`src/rtl/keymix_pkg.sv`:
```
package keymix_pkg;

   // per-frame bookkeeping that travels alongside the serial data
   typedef struct packed {
      logic vld;
      logic tag;
   } slot_t;

   localparam slot_t SLOT_EMPTY = '{vld: 1'b0, tag: 1'b0};

endpackage

```
`src/rtl/mix_sadd.sv`:
```
// Serial adder of NOPS one-bit operands with a registered multi-bit carry.
module mix_sadd #(
   parameter int NOPS = 2
) (
   input  logic            clk,
   input  logic            rst_n,
   input  logic            clr,
   input  logic [NOPS-1:0] ops,
   output logic            sum
);
   localparam int CW = $clog2(NOPS);
   localparam int TW = CW + 1;

   generate
      if (NOPS < 2) begin : g_bad_nops
         $error("mix_sadd: NOPS must be at least 2");
      end
   endgenerate

   logic [CW-1:0] carry_q;
   logic [CW-1:0] carry_d;
   logic [TW-1:0] total;

   always_comb begin
      total = clr ? '0 : {1'b0, carry_q};
      for (int i = 0; i < NOPS; i++) begin
         total = total + TW'(ops[i]);
      end
      sum     = total[0];
      carry_d = total[TW-1:1];
   end

   always_ff @(posedge clk or negedge rst_n) begin
      if (!rst_n) carry_q <= '0;
      else        carry_q <= carry_d;
   end
endmodule

```
`src/rtl/mix_dly.sv`:
```
// One-frame delay line: bit t of the previous frame appears during bit t.
module mix_dly #(
   parameter int W = 32
) (
   input  logic clk,
   input  logic rst_n,
   input  logic din,
   output logic dout
);
   logic [W-1:0] sr;

   always_ff @(posedge clk or negedge rst_n) begin
      if (!rst_n) sr <= '0;
      else        sr <= {din, sr[W-1:1]};
   end

   assign dout = sr[0];
endmodule

```
`src/rtl/mix_rotbuf.sv`:
```
// Two-word shift register that replays the previous frame rotated left.
// During bit t of the replay frame, bit j of the stored word sits at W+j-t,
// so bit (t-r) mod W is at tap W-r when t >= r and at 2W-r otherwise.
module mix_rotbuf #(
   parameter int W       = 32,
   parameter int FIXED_R = -1
) (
   input  logic                 clk,
   input  logic                 rst_n,
   input  logic                 din,
   input  logic [$clog2(W)-1:0] idx,
   input  logic [$clog2(W)-1:0] rot,
   output logic                 dout
);
   localparam int LOG = $clog2(W);
   localparam int AW  = LOG + 1;

   logic [2*W-1:0] sr;

   always_ff @(posedge clk or negedge rst_n) begin
      if (!rst_n) sr <= '0;
      else        sr <= {din, sr[2*W-1:1]};
   end

   generate
      if (FIXED_R >= 0) begin : g_fixed
         localparam int RF  = FIXED_R % W;
         localparam int TLO = W - RF;
         localparam int THI = (2*W - RF) % (2*W);
         logic unused_rot;
         assign unused_rot = ^rot;
         assign dout = (idx >= LOG'(RF)) ? sr[TLO] : sr[THI];
      end else begin : g_var
         logic [AW-1:0] tap_lo;
         logic [AW-1:0] tap_hi;
         assign tap_lo = AW'(W) - AW'(rot);
         assign tap_hi = AW'(0) - AW'(rot);
         assign dout   = (idx >= rot) ? sr[tap_lo] : sr[tap_hi];
      end
   endgenerate
endmodule

```
`src/rtl/keymix_bitser.sv`:
```
module keymix_bitser #(
   parameter int W     = 32,
   parameter int ROT_S = 3
) (
   input  logic clk,
   input  logic rst_n,
   input  logic in_start,
   input  logic in_tag,
   input  logic in_a,
   input  logic in_b,
   input  logic in_s,
   input  logic in_l,
   output logic out_start,
   output logic out_tag,
   output logic out_a,
   output logic out_b
);
   import keymix_pkg::*;

   localparam int LOG = $clog2(W);

   generate
      if (W < 8 || (W & (W - 1)) != 0) begin : g_bad_w
         $error("keymix_bitser: W must be a power of two, at least 8");
      end
      if (ROT_S < 0 || ROT_S >= W) begin : g_bad_rot
         $error("keymix_bitser: ROT_S must lie in 0..W-1");
      end
   endgenerate

   // bit position inside the current frame
   logic [LOG-1:0] idx_q, idx;
   logic           bit0, last;
   assign idx  = in_start ? '0 : idx_q;
   assign bit0 = (idx == '0);
   assign last = (idx == LOG'(W - 1));

   always_ff @(posedge clk or negedge rst_n) begin
      if (!rst_n) idx_q <= '0;
      else        idx_q <= idx + 1'b1;
   end

   // frame 1: S + A + B, captured for the fixed rotation
   logic sum_sab;
   mix_sadd #(.NOPS(3)) u_add_sab (
      .clk(clk), .rst_n(rst_n), .clr(bit0),
      .ops({in_s, in_a, in_b}), .sum(sum_sab)
   );

   logic new_a;
   mix_rotbuf #(.W(W), .FIXED_R(ROT_S)) u_rot_a (
      .clk(clk), .rst_n(rst_n), .din(sum_sab),
      .idx(idx), .rot('0), .dout(new_a)
   );

   logic b_d, l_d;
   mix_dly #(.W(W)) u_dly_b (.clk(clk), .rst_n(rst_n), .din(in_b), .dout(b_d));
   mix_dly #(.W(W)) u_dly_l (.clk(clk), .rst_n(rst_n), .din(in_l), .dout(l_d));

   // frame 2: L + A' + B and the rotation amount A' + B
   logic sum_lab, sum_ab;
   mix_sadd #(.NOPS(3)) u_add_lab (
      .clk(clk), .rst_n(rst_n), .clr(bit0),
      .ops({l_d, new_a, b_d}), .sum(sum_lab)
   );
   mix_sadd #(.NOPS(2)) u_add_ab (
      .clk(clk), .rst_n(rst_n), .clr(bit0),
      .ops({new_a, b_d}), .sum(sum_ab)
   );

   logic [LOG-1:0] rot_acc, rot_hold;
   always_ff @(posedge clk or negedge rst_n) begin
      if (!rst_n) begin
         rot_acc  <= '0;
         rot_hold <= '0;
      end else begin
         for (int i = 0; i < LOG; i++) begin
            if (idx == LOG'(i)) rot_acc[i] <= sum_ab;
         end
         if (last) rot_hold <= rot_acc;
      end
   end

   // frame 3: replay both results
   logic new_b, a_d;
   mix_rotbuf #(.W(W), .FIXED_R(-1)) u_rot_b (
      .clk(clk), .rst_n(rst_n), .din(sum_lab),
      .idx(idx), .rot(rot_hold), .dout(new_b)
   );
   mix_dly #(.W(W)) u_dly_a (.clk(clk), .rst_n(rst_n), .din(new_a), .dout(a_d));

   // slot tags move one stage per frame boundary
   slot_t slot_in, slot_mid, slot_out;
   always_ff @(posedge clk or negedge rst_n) begin
      if (!rst_n) begin
         slot_in  <= SLOT_EMPTY;
         slot_mid <= SLOT_EMPTY;
         slot_out <= SLOT_EMPTY;
      end else if (last) begin
         slot_in  <= SLOT_EMPTY;
         slot_mid <= slot_in;
         slot_out <= slot_mid;
      end else if (in_start) begin
         slot_in  <= '{vld: 1'b1, tag: in_tag};
      end
   end

   always_ff @(posedge clk or negedge rst_n) begin
      if (!rst_n) begin
         out_start <= 1'b0;
         out_tag   <= 1'b0;
         out_a     <= 1'b0;
         out_b     <= 1'b0;
      end else begin
         out_start <= bit0 & slot_out.vld;
         out_tag   <= bit0 ? slot_out.tag : out_tag;
         out_a     <= a_d & slot_out.vld;
         out_b     <= new_b & slot_out.vld;
      end
   end
endmodule

```
`config.mk`:
```
export PLATFORM = sky130hd
export DESIGN_NAME = keymix_bitser
export DESIGN_NICKNAME = d
export VERILOG_FILES = /design/src/rtl/keymix_pkg.sv /design/src/rtl/mix_sadd.sv /design/src/rtl/mix_dly.sv /design/src/rtl/mix_rotbuf.sv /design/src/rtl/keymix_bitser.sv
export SDC_FILE = /design/constraint.sdc
export NUM_CORES = 1
export LEC_CHECK = 0
export CAP_MARGIN = 40
export CORE_MARGIN = 4
export CORE_UTILIZATION = 64
export DETAILED_ROUTE_END_ITERATION = 7
export GPL_TIMING_DRIVEN = 0
export PLACE_DENSITY_LB_ADDON = 0.25
export SLEW_MARGIN = 25
export SYNTH_ARGS = -nofsm -noshare
export SYNTH_HDL_FRONTEND = slang
export SYNTH_HIERARCHICAL = 1
export SYNTH_SLANG_ARGS = --single-unit
```
`constraint.sdc`:
```
create_clock -name clk -period 4.3 [get_ports clk]
set_input_delay 1.075 -clock clk [delete_from_list [all_inputs] [get_ports clk]]
set_output_delay 1.075 -clock clk [all_outputs]
set_load 0.05 [all_outputs]
```
==> summary.md <==
| Metric | Value |
|---|---|
| Outcome | completed |
| R2r setup slk | 1430 ps |
| Pin slew with the least headroom to its limit | 497 ps |
| Worst Min Path Start | u_dly_a/sr[8] |
| CTS clk-pin slew, worst paths | 60 ps |
| R2R Path Start | idx_q[0] |
| Setup-failing EPs final | 0 |
| Syn nets | 433 |
| Post-DR vias/cell | 5.36 |
| Reg-to-Reg End | u_add_lab/carry_q[0] |
| Hold Path Cell Cnt | 0 |
| Share of cells above drive strength 1 | 17.0% |
| Worst Setup End Kind | register |
| Max-slew headroom | 66.8% |
| Crit path max-delay family | adder cells |
| Cts repair resizes | 0 |
| P&R area growth vs syn | 14.6% |
| Die area | 13000 µm² |
| CP Class | in2reg |
| Largest net degree at the start of global routing | 103 |
| R2R depth | 6 |
| Initial antenna violation count | 0 |
| Synthesized netlist cell count | 410 |
| Clock Latency Late Sink | 500 ps |
| CP max-delay cell | clkdlybuf4s50_1 |
| Vias | 3218 |
| Crit path max fanout | 10 |
| First-pass DRT Iterations | 4 |
| Switching share of power | 22.3% |
| Maxcap violations | 0 |
| DP Worst Slack | 186 ps |
| Per-cell routed wire length | 18.4 µm |
| Vias in the first global route | 3593 |
| Row cnt | 38 |
| Chip height | 114 µm |
| Peak VDD IR | 0.399 mV |
| DP HPWL | 6290 µm |
| P_leak | 3.75 nW |
| DRT iter0 DRCs | 277 |
| Chip width | 114 µm |
| Pint | 0.00381 W |
| Final min period | 3630 ps |
| Fill count | 603 |
| CTS buffer count | 22 |
| WHS | 338 ps |
| H-tree depth | 1 |
| Crit path cell chain | clkdlybuf4s50_1 -> buf_2 -> nor2b_1 -> a2111oi_2 -> mux2_2 -> fa_1 -> ha_1 -> fa_1 |
| Wirelength, routed | 11100 µm |
| Gpl congestion | 0.833 |
| Multi-input gate area | 1420 µm² |
| Hold Crit Class | reg2reg |
| Final Hold Viols | 0 |
| First-pass GRT wire length | 18600 µm |
| Final antenna diode count | 0 |
| Post-CTS Setup Repair Bufs | 0 |
| Cell mode on critical path | fa_1 |
| I/O pins | 12 |
| Bufs and invs on worst path | 2 |
| ANT nets after route | 0 |
| Fmax | 0.276 GHz |
| Initial Util | 65.9% |
| PD cells | 594 nW/µm² |
| CORE AREA | 10900 µm² |
| Global route overflow | 0 |
| Port bufs | 11 |
| Switch Pwr | 0.00110 W |
| CP peak stage delay | 490 ps |
| Worst Hold Endpoint | u_dly_a/sr[7] |
| Clock sink total | 225 |
| Final Util | 75.5% |
| Hold_buf cts | 0 |
| Clock root buffer | clkbuf_16 |
| Slew Limit Fails | 0 |
| Clk network pwr share | 37.3% |
| GRT Total Usage | 18.5% |
| FF/Latch Area | 5630 µm² |
| Synth Area per Inst | 17.6 µm² |
| Gate power share | 5.5% |
| Setup crit start kind | input port |
| Worst EP arrival | 3980 ps |
| Final worst setup slack | 673 ps |
| Flop pwr share | 57.2% |
| Fin crit share | 84.3% |
| Max Buffers Root-to-Sink | 3 |
| Clock skew | 16.4 ps |
| Unrepaired setup endpoints after global routing | false |
| Post-Syn Area | 7200 µm² |
| Nets | 470 |
| Ys Warns | 6 |
| WP data required | 4660 ps |
| CTS tree | done |
| Drc violations | 0 |
[cells in the final DEF, fill, tap and decap left out, types with 3 or more instances in the layout]
| master | instances |
|---|---|
| clkbuf_16 | 22 |
| clkdlybuf4s50_1 | 10 |
| nor3_1 | 3 |
| and2_1 | 4 |
| nand3_1 | 13 |
| buf_2 | 5 |
| buf_6 | 5 |
| clkbuf_8 | 6 |
| nor2_1 | 16 |
| a41oi_1 | 3 |
| mux4_1 | 6 |
| clkbuf_1 | 6 |
| ha_1 | 10 |
| xor2_1 | 3 |
| o21ai_0 | 3 |
| nor3b_1 | 3 |
| nand2_1 | 29 |
| fa_1 | 5 |
| mux2_2 | 15 |
| clkinv_2 | 3 |
| nor2b_1 | 8 |
| mux4_2 | 4 |
| inv_1 | 9 |
| nand4_1 | 3 |
| dfrtp_1 | 225 |
[state kept, by name, indices dropped and copies added, names as in the netlist]
register	cells
u_dly_l/sr	32
slot_in	2
rot_acc	5
slot_out	2
u_add_sab/carry_q	2
out_a	1
u_rot_a/sr	35
rot_hold	5
out_start	1
u_add_ab/carry_q	1
slot_mid	2
u_rot_b/sr	64
out_b	1
u_add_lab/carry_q	2
u_dly_b/sr	32
out_tag	1
u_dly_a/sr	32
idx_q	5
[power by group through the flow]
stage	registers (W)	clock network, W	logic (W)
4_1_cts	0.00282	0.00188	0.000277
3_5_place_dp	0.00283	0	0.000267
3_3_place_gp	0.00281	0	0.000244
2_1_floorplan	0.00273	0	0.000170
6_report	0.00280	0.00183	0.000269
5_1_grt	0.00286	0.00197	0.000308
[through the flow]
| stage | power, W | std cells | TNS, ps | instance area [µm²] |
|---|---|---|---|---|
| 2_1_floorplan | 0.00290 | 410 | 0 | 7200 |
| 3_3_place_gp | 0.00305 | 561 | -1406500 | 7490 |
| 3_5_place_dp | 0.00309 | 563 | 0 | 7550 |
| 4_1_cts | 0.00497 | 600 | 0 | 8250 |
| 5_1_grt | 0.00514 | 600 | 0 | 8250 |
| 6_report | 0.00490 | 600 | 0 | 8250 |
[worst reg2reg max path, delay by kind of cell, from the launching register on]
kind / cells / cell delay [ps]
adder cells (fa/ha/maj): 3 / 1140
flip-flops: 1 / 420
AND/OR/NAND/NOR: 1 / 250
multiplexers: 1 / 460
AO/OA/AOI/OAI: 1 / 480
[cell type report]
type / instances / share of cell area (%)
Buffer: 13 / 1.50
Inverter: 9 / 0.409
Clock inverter: 5 / 0.910
Sequential cell: 225 / 68.2
Timing Repair Buffer: 13 / 2.06
Multi-Input combinational cell: 163 / 17.1
Tap cell: 140 / 2.12
Clock buffer: 32 / 7.61
[metal layers]
metal | part of all wire, % | GRT usage, % | routed length (µm)
met5 | 0 | 0 | 0
met4 | 2.2 | 4.67 | 239
met3 | 3.4 | 3.75 | 374
met2 | 50 | 30.1 | 5530
met1 | 44 | 26.6 | 4910
[how the worst max path moves through the flow]
stage,startpoint,to,slack [ps],depth (start not counted)
2_1_floorplan,in_start,u_add_lab/carry_q[0],1000,7
3_3_place_gp,rst_n,u_dly_l/sr[27],-6270,1
3_5_place_dp,in_start,u_add_lab/carry_q[0],190,8
4_1_cts,in_start,u_add_lab/carry_q[0],670,8
5_1_grt,in_start,u_add_lab/carry_q[0],520,8
6_report,in_start,u_add_lab/carry_q[0],670,8
Power figures use the tool's default switching activity.
